## src/rtl/sdlc_tx_pkg.sv

```systemverilog
package sdlc_tx_pkg;
    localparam int BYTE_W     = 8;
    localparam int CRC_W      = 2 * BYTE_W;
    localparam int STUFF_RUN  = 5;
    localparam logic [BYTE_W-1:0] FLAG_BYTE  = 8'h7E;
    localparam logic [BYTE_W-1:0] ABORT_BYTE = 8'hFF;
    localparam logic [CRC_W-1:0]  CRC_PRESET = 16'hFFFF;
    localparam logic [CRC_W-1:0]  CRC_POLY_R = 16'h8408;

    typedef enum logic [3:0] {
        FLD_IDLE, FLD_OPEN, FLD_ADDR, FLD_CTRL, FLD_INFO,
        FLD_FCS_LO, FLD_FCS_HI, FLD_CLOSE, FLD_ABORT, FLD_DRAIN
    } fld_e;

    typedef struct packed {
        fld_e fld;
        logic last;
    } seq_t;
endpackage

```

## src/rtl/sdlc_tx_crc.sv

```systemverilog
module sdlc_tx_crc
    import sdlc_tx_pkg::*;
#(
    parameter int                W_BYTE = BYTE_W,
    parameter int                W_CRC  = CRC_W,
    parameter logic [W_CRC-1:0]  POLY   = CRC_POLY_R,
    parameter logic [W_CRC-1:0]  PRESET = CRC_PRESET
) (
    input  logic              clk,
    input  logic              rst_n,
    input  logic              clear,
    input  logic              update,
    input  logic [W_BYTE-1:0] din,
    output logic [W_CRC-1:0]  crc
);
    logic [W_CRC-1:0] crc_d, crc_q;

    always_comb begin
        logic [W_CRC-1:0] c;
        c     = crc_q ^ {{(W_CRC-W_BYTE){1'b0}}, din};
        for (int i = 0; i < W_BYTE; i++) begin
            c = c[0] ? ((c >> 1) ^ POLY) : (c >> 1);
        end
        crc_d = crc_q;
        if (clear)       crc_d = PRESET;
        else if (update) crc_d = c;
    end

    always_ff @(posedge clk) begin
        if (!rst_n) crc_q <= PRESET;
        else        crc_q <= crc_d;
    end

    assign crc = crc_q;
endmodule

```

## src/rtl/sdlc_tx_ser.sv

```systemverilog
module sdlc_tx_ser
    import sdlc_tx_pkg::*;
#(
    parameter int W_BYTE = BYTE_W,
    parameter int RUN    = STUFF_RUN
) (
    input  logic              clk,
    input  logic              rst_n,
    input  logic              load,
    input  logic [W_BYTE-1:0] load_byte,
    input  logic              load_stuff,
    output logic              need,
    output logic              bit_out,
    output logic              active
);
    localparam int CNT_W  = $clog2(W_BYTE + 1);
    localparam int ONES_W = $clog2(RUN + 1);

    typedef struct packed {
        logic [W_BYTE-1:0] sh;
        logic [CNT_W-1:0]  cnt;
        logic              stuf;
        logic [ONES_W-1:0] ones;
    } ser_t;

    ser_t s_d, s_q;
    logic ins;

    always_comb begin
        s_d  = s_q;
        ins  = (s_q.cnt != '0) && (s_q.ones == ONES_W'(RUN));
        need = (s_q.cnt == '0) || ((s_q.cnt == CNT_W'(1)) && !ins);
        if (s_q.cnt != '0) begin
            if (ins) begin
                s_d.ones = '0;
            end else begin
                s_d.sh   = s_q.sh >> 1;
                s_d.cnt  = s_q.cnt - CNT_W'(1);
                s_d.ones = (s_q.stuf && s_q.sh[0]) ? s_q.ones + ONES_W'(1) : '0;
            end
        end
        if (load && need) begin
            s_d.sh   = load_byte;
            s_d.cnt  = CNT_W'(W_BYTE);
            s_d.stuf = load_stuff;
        end
    end

    always_ff @(posedge clk) begin
        if (!rst_n) s_q <= '0;
        else        s_q <= s_d;
    end

    assign active  = (s_q.cnt != '0);
    assign bit_out = !active ? 1'b1 : (ins ? 1'b0 : s_q.sh[0]);
endmodule

```

## src/rtl/sdlc_tx.sv

```systemverilog
module sdlc_tx
    import sdlc_tx_pkg::*;
#(
    parameter int W_BYTE = BYTE_W
) (
    input  logic              clk,
    input  logic              rst_n,
    input  logic              cfg_no_ctrl,
    input  logic              cfg_no_addr,
    input  logic              cfg_no_fcs,
    input  logic [W_BYTE-1:0] station_addr,
    input  logic [W_BYTE-1:0] ctrl_byte,
    input  logic              in_valid,
    input  logic [W_BYTE-1:0] in_data,
    input  logic              in_last,
    output logic              in_ready,
    output logic              tx_bit,
    output logic              tx_active
);
    localparam int W_CRC = 2 * W_BYTE;

    seq_t              q_d, q_q;
    logic              need, ld, ld_stuff, rdy, go_info, crc_clr, crc_upd;
    logic [W_BYTE-1:0] ld_byte;
    logic [W_CRC-1:0]  crc;
    logic              skip_addr;

    assign skip_addr = cfg_no_addr && cfg_no_ctrl;

    always_comb begin
        q_d      = q_q;
        ld       = 1'b0;
        ld_byte  = FLAG_BYTE;
        ld_stuff = 1'b0;
        rdy      = 1'b0;
        go_info  = 1'b0;
        crc_clr  = 1'b0;
        crc_upd  = 1'b0;
        unique case (q_q.fld)
            FLD_IDLE: if (need && in_valid) begin
                ld = 1'b1; crc_clr = 1'b1; q_d.fld = FLD_OPEN;
            end
            FLD_OPEN: if (need) begin
                if (skip_addr) go_info = 1'b1;
                else begin
                    ld = 1'b1; ld_byte = station_addr; ld_stuff = 1'b1;
                    crc_upd = 1'b1; q_d.fld = FLD_ADDR;
                end
            end
            FLD_ADDR: if (need) begin
                if (cfg_no_ctrl) go_info = 1'b1;
                else begin
                    ld = 1'b1; ld_byte = ctrl_byte; ld_stuff = 1'b1;
                    crc_upd = 1'b1; q_d.fld = FLD_CTRL;
                end
            end
            FLD_CTRL: if (need) go_info = 1'b1;
            FLD_INFO: if (need) begin
                if (!q_q.last) go_info = 1'b1;
                else if (cfg_no_fcs) begin
                    ld = 1'b1; q_d.fld = FLD_CLOSE;
                end else begin
                    ld = 1'b1; ld_byte = ~crc[W_BYTE-1:0]; ld_stuff = 1'b1;
                    q_d.fld = FLD_FCS_LO;
                end
            end
            FLD_FCS_LO: if (need) begin
                ld = 1'b1; ld_byte = ~crc[W_CRC-1:W_BYTE]; ld_stuff = 1'b1;
                q_d.fld = FLD_FCS_HI;
            end
            FLD_FCS_HI: if (need) begin
                ld = 1'b1; q_d.fld = FLD_CLOSE;
            end
            FLD_CLOSE: if (need) q_d.fld = FLD_IDLE;
            FLD_ABORT: if (need) q_d.fld = FLD_DRAIN;
            FLD_DRAIN: begin
                rdy = 1'b1;
                if (in_valid && in_last) q_d.fld = FLD_IDLE;
            end
            default: q_d.fld = FLD_IDLE;
        endcase
        if (go_info) begin
            rdy = 1'b1;
            ld  = 1'b1;
            if (in_valid) begin
                ld_byte  = in_data;
                ld_stuff = 1'b1;
                crc_upd  = 1'b1;
                q_d.last = in_last;
                q_d.fld  = FLD_INFO;
            end else begin
                ld_byte  = ABORT_BYTE;
                q_d.fld  = FLD_ABORT;
            end
        end
    end

    always_ff @(posedge clk) begin
        if (!rst_n) q_q <= '{fld: FLD_IDLE, last: 1'b0};
        else        q_q <= q_d;
    end

    assign in_ready = rdy;

    sdlc_tx_crc #(.W_BYTE(W_BYTE), .W_CRC(W_CRC)) crc_i (
        .clk(clk), .rst_n(rst_n), .clear(crc_clr), .update(crc_upd),
        .din(ld_byte), .crc(crc)
    );

    sdlc_tx_ser #(.W_BYTE(W_BYTE)) ser_i (
        .clk(clk), .rst_n(rst_n), .load(ld), .load_byte(ld_byte),
        .load_stuff(ld_stuff), .need(need), .bit_out(tx_bit), .active(tx_active)
    );
endmodule

```

## config.mk

```make
export PLATFORM = sky130hd
export DESIGN_NAME = sdlc_tx
export DESIGN_NICKNAME = d
export VERILOG_FILES = /design/src/rtl/sdlc_tx_pkg.sv /design/src/rtl/sdlc_tx_crc.sv /design/src/rtl/sdlc_tx_ser.sv /design/src/rtl/sdlc_tx.sv
export SDC_FILE = /design/constraint.sdc
export NUM_CORES = 1
export LEC_CHECK = 0
export CAP_MARGIN = 5
export CELL_PAD_IN_SITES_DETAIL_PLACEMENT = 0
export CELL_PAD_IN_SITES_GLOBAL_PLACEMENT = 1
export CORE_MARGIN = 5
export CORE_UTILIZATION = 37
export CTS_CLUSTER_DIAMETER = 120
export DETAILED_ROUTE_END_ITERATION = 6
export PLACE_DENSITY_LB_ADDON = 0.1
export RECOVER_POWER = 25
export SKIP_CTS_REPAIR_TIMING = 1
export SYNTH_ARGS = -nofsm -noshare
export SYNTH_HDL_FRONTEND = slang
export SYNTH_SLANG_ARGS = --single-unit
```

## constraint.sdc

```tcl
create_clock -name clk -period 2.7 [get_ports clk]
set_input_delay 0.675 -clock clk [delete_from_list [all_inputs] [get_ports clk]]
set_output_delay 0.675 -clock clk [all_outputs]
set_load 0.01 [all_outputs]
```

==> reports/qor.csv <==
metric,value,unit
status,"complete, but fails checks",
failing checks,setup timing,
Cells after Synth,334,
synthesized cell area,0.00268,mm^2
CP max stage delay,0.52,ns
share of cells above drive strength 1,33.2,%
Fin Hold WS,0.474,ns
CTS buffer count,5,
post-route DRC violation count,0,
Diodes inserted,0,
Critical Path RT,2.89,ns
die area,0.00904,mm^2
Yosys cell types,68,
GRT Residual Overflow,0,
CTS tree,yes,
setup slack after layout,-0.00357,ns
"CP delay by family, top",simple AND/OR/NAND/NOR gates,
Crit Path Class,reg -> reg,
Max Clock Skew,0.00676,ns
routed wire length,9150,um
"EDFF count, synth",0,
Post-Route Setup TNS,-0.00357,ns
maximum vdd drop,0.419,mV
Via Count,2881,
cell taking the most area after synthesis,dfxtp_1,
first-pass GRT wire length,14400,um
Critical Path Start Type,flop,
Synth area leaders,"dfxtp_1 (28%), nand2_1 (6.0%), a21oi_1 (3.4%), a211oi_1 (3.4%), nor2_1 (3.4%)",
Post-synth ARST share,0,%
FP Rows,31,
core box area,0.00714,mm^2
"antenna viol nets, final",0,
GR met3 Demand/Resource,3.08,%
Avg Synthesized Cell Area,8.02,um^2
PD cells,889,mW/mm^2
CTS Root Cell,clkbuf_8,
RSZ-0062 raised after global routing,yes,
CP max stage cell,or4b_4,
critical path's most frequent cell,buf_6,
Synth Register Bits,37,
maximum clock rate,370,MHz
GRT busiest layer,met2,
IO Port Bufs,33,
Routed WL per cell,16.9,um
largest net degree at the start of global routing,19,
Final Power,3.57,mW
CTS Sinks,37,
Top Ports,34,
period utilisation layout,100,%
H-tree depth,2,
Worst-Margin Slew,0.489,ns
Hold Path Class,reg -> reg,
number of max-cap violations,0,
antenna violations before repair,0,
Crit. Startpoint,q_q[3],
top_reg_cell synth,dfxtp_1,
"Clk pin slew, worst setup/hold paths",0.08,ns
Die Y,95.1,um
hpwl dp,7030,um
Final Net Count,477,
fin crit period,2.70,ns
met2 usage,34.1,%
max-slew violation count,0,
top-area cell type share of the netlist area,27.7,%
critical-path cell list,buf_6 -> or4b_4 -> o32a_1 -> a21o_1 -> buf_6 -> nand4_1 -> o21a_2 -> xnor2_2 -> or4_1 -> o311a_1,
Via density,5.32,
Initial Util,37.5,%
global placer's final weighted congestion,0.956,
GRT met1 Usage,28.5,%
crit end category,flop,
Ys Warns,0,
GRT Total Usage,20.6,%
vias in the first global route,2753,
slew margin rel.,67.2,%
CP bufs+invs,2,
worst-path maximum fanout,8,
Pre-antenna DRT Iters,5,
Layout area overhead,49.8,%
Iter 0 DRT Violations,162,
Static Leak,1.69,nW
Final Hold Vio Count,0,
final setup fails,1,
CTS Buffer Depth,2,
CP arrival,2.89,ns
Chip Width,95.1,um
clock latency on the worst-skew pair,0.29,ns
reg-to-reg startpoint,q_q[3],
Worst Hold Launch,ser_i.s_q[12],
syn nets,369,
"Seq/Total Area, Yosys",27.7,%
[final timing paths]
| path | end | slack [ns] | cells past startpoint |
|---|---|---|---|
| worst min register to register | ser_i.s_q[11] | 0.47 | 2 |
| worst min-delay path | ser_i.s_q[11] | 0.47 | 2 |
| worst max-delay path | crc_i.crc[3] | -0.004 | 10 |
| worst max register to register | crc_i.crc[3] | -0.004 | 10 |
[metal layers]
layer | vias up | part of all wire (%) | routed length (um)
met1 | 1332 | 46 | 4240
met2 | 91 | 47 | 4310
li1 | 1447 | - | -
met3 | 11 | 5.5 | 507
met4 | 0 | 1.1 | 97
met5 | - | 0 | 0
[cells in the final DEF, fill, tap and decap left out, types with 3 or more instances in the layout]
cell / count
buf_4: 81
nor2_1: 24
nor2b_1: 6
xor2_1: 6
a21o_1: 3
nand4_1: 3
o31ai_1: 5
o211ai_1: 6
xnor3_1: 3
a211oi_1: 6
and3_1: 3
buf_6: 5
o21ai_0: 14
nand3_1: 8
nor4_1: 3
a21oi_1: 15
and2_1: 7
xnor2_2: 5
nor3b_1: 3
ha_1: 3
inv_1: 14
clkbuf_1: 3
or4b_4: 3
o21ai_1: 8
clkdlybuf4s50_1: 28
clkbuf_8: 5
xnor2_1: 5
dlymetal6s2s_1: 3
a211oi_2: 5
nand2_1: 43
a21oi_2: 4
a31oi_1: 6
nor3_1: 6
dfxtp_1: 33
[worst register-to-register path, stage by stage (launching register included)]
cell	delay [ns]
dfxtp_4	0.38
buf_6	0.12
or4b_4	0.52
o32a_1	0.32
a21o_1	0.21
buf_6	0.12
nand4_1	0.14
o21a_2	0.20
xnor2_2	0.07
or4_1	0.40
o311a_1	0.13
[registers in the layout, indices dropped and copies added (netlist names)]
name / count
crc_i.crc: 16
q_q: 5
ser_i.s_q: 16
[stage by stage]
stage                     std cells  utilization [%]  worst slack (ns)  area (um^2)
final                           542             56.2          -0.00357         4010
after floorplan                 334                -           0.00169         2680
after CTS                       537             52.3            -0.524         3730
after detailed placement        529             51.1            -0.597         3650
after global routing            542             56.2            -0.101         4010
after global placement          529             51.1            -0.535         3650
[area by class of cell]
type,instances,area [um^2]
Clock buffer,6,72.6
Clock inverter,2,10.0
Fill cell,687,3120
Inverter,14,52.6
Multi-Input combinational cell,263,2000
Sequential cell,37,751
Tap cell,99,124
Timing Repair Buffer,121,1000
[power breakdown]
group          total (mW)  internal, mW  switching [mW]
clock               0.385         0.179           0.206
combinational        2.38          1.21            1.17
sequential          0.808         0.676           0.131
total                3.57          2.07            1.50
[Yosys cell counts (7+ instances only)]
cell type and number:
o21ai_1 9, o21ai_0 14, clkbuf_1 9, inv_1 14
nand3_1 8, a21oi_1 18, xnor2_1 10, nor2b_1 7
and2_1 9, a211oi_1 12, dfxtp_1 37, nor2_1 24
nand2_1 43
[cell families (layout without fill, tap and decap cells)]
logic type / count (synthesis) / in the layout / share of synthesized area [%]
xor gates and xnor gates: 20 / 20 / 8.36
DFF: 37 / 37 / 27.7
buffers and inverters: 34 / 143 / 6.03
muxes: 2 / 2 / 0.747
and+or+nand+nor: 129 / 129 / 25.9
adders and majority gates: 4 / 4 / 1.87
AOI/OAI and AO/OA: 108 / 108 / 29.5
No activity file was read; power rests on OpenSTA's default activity.
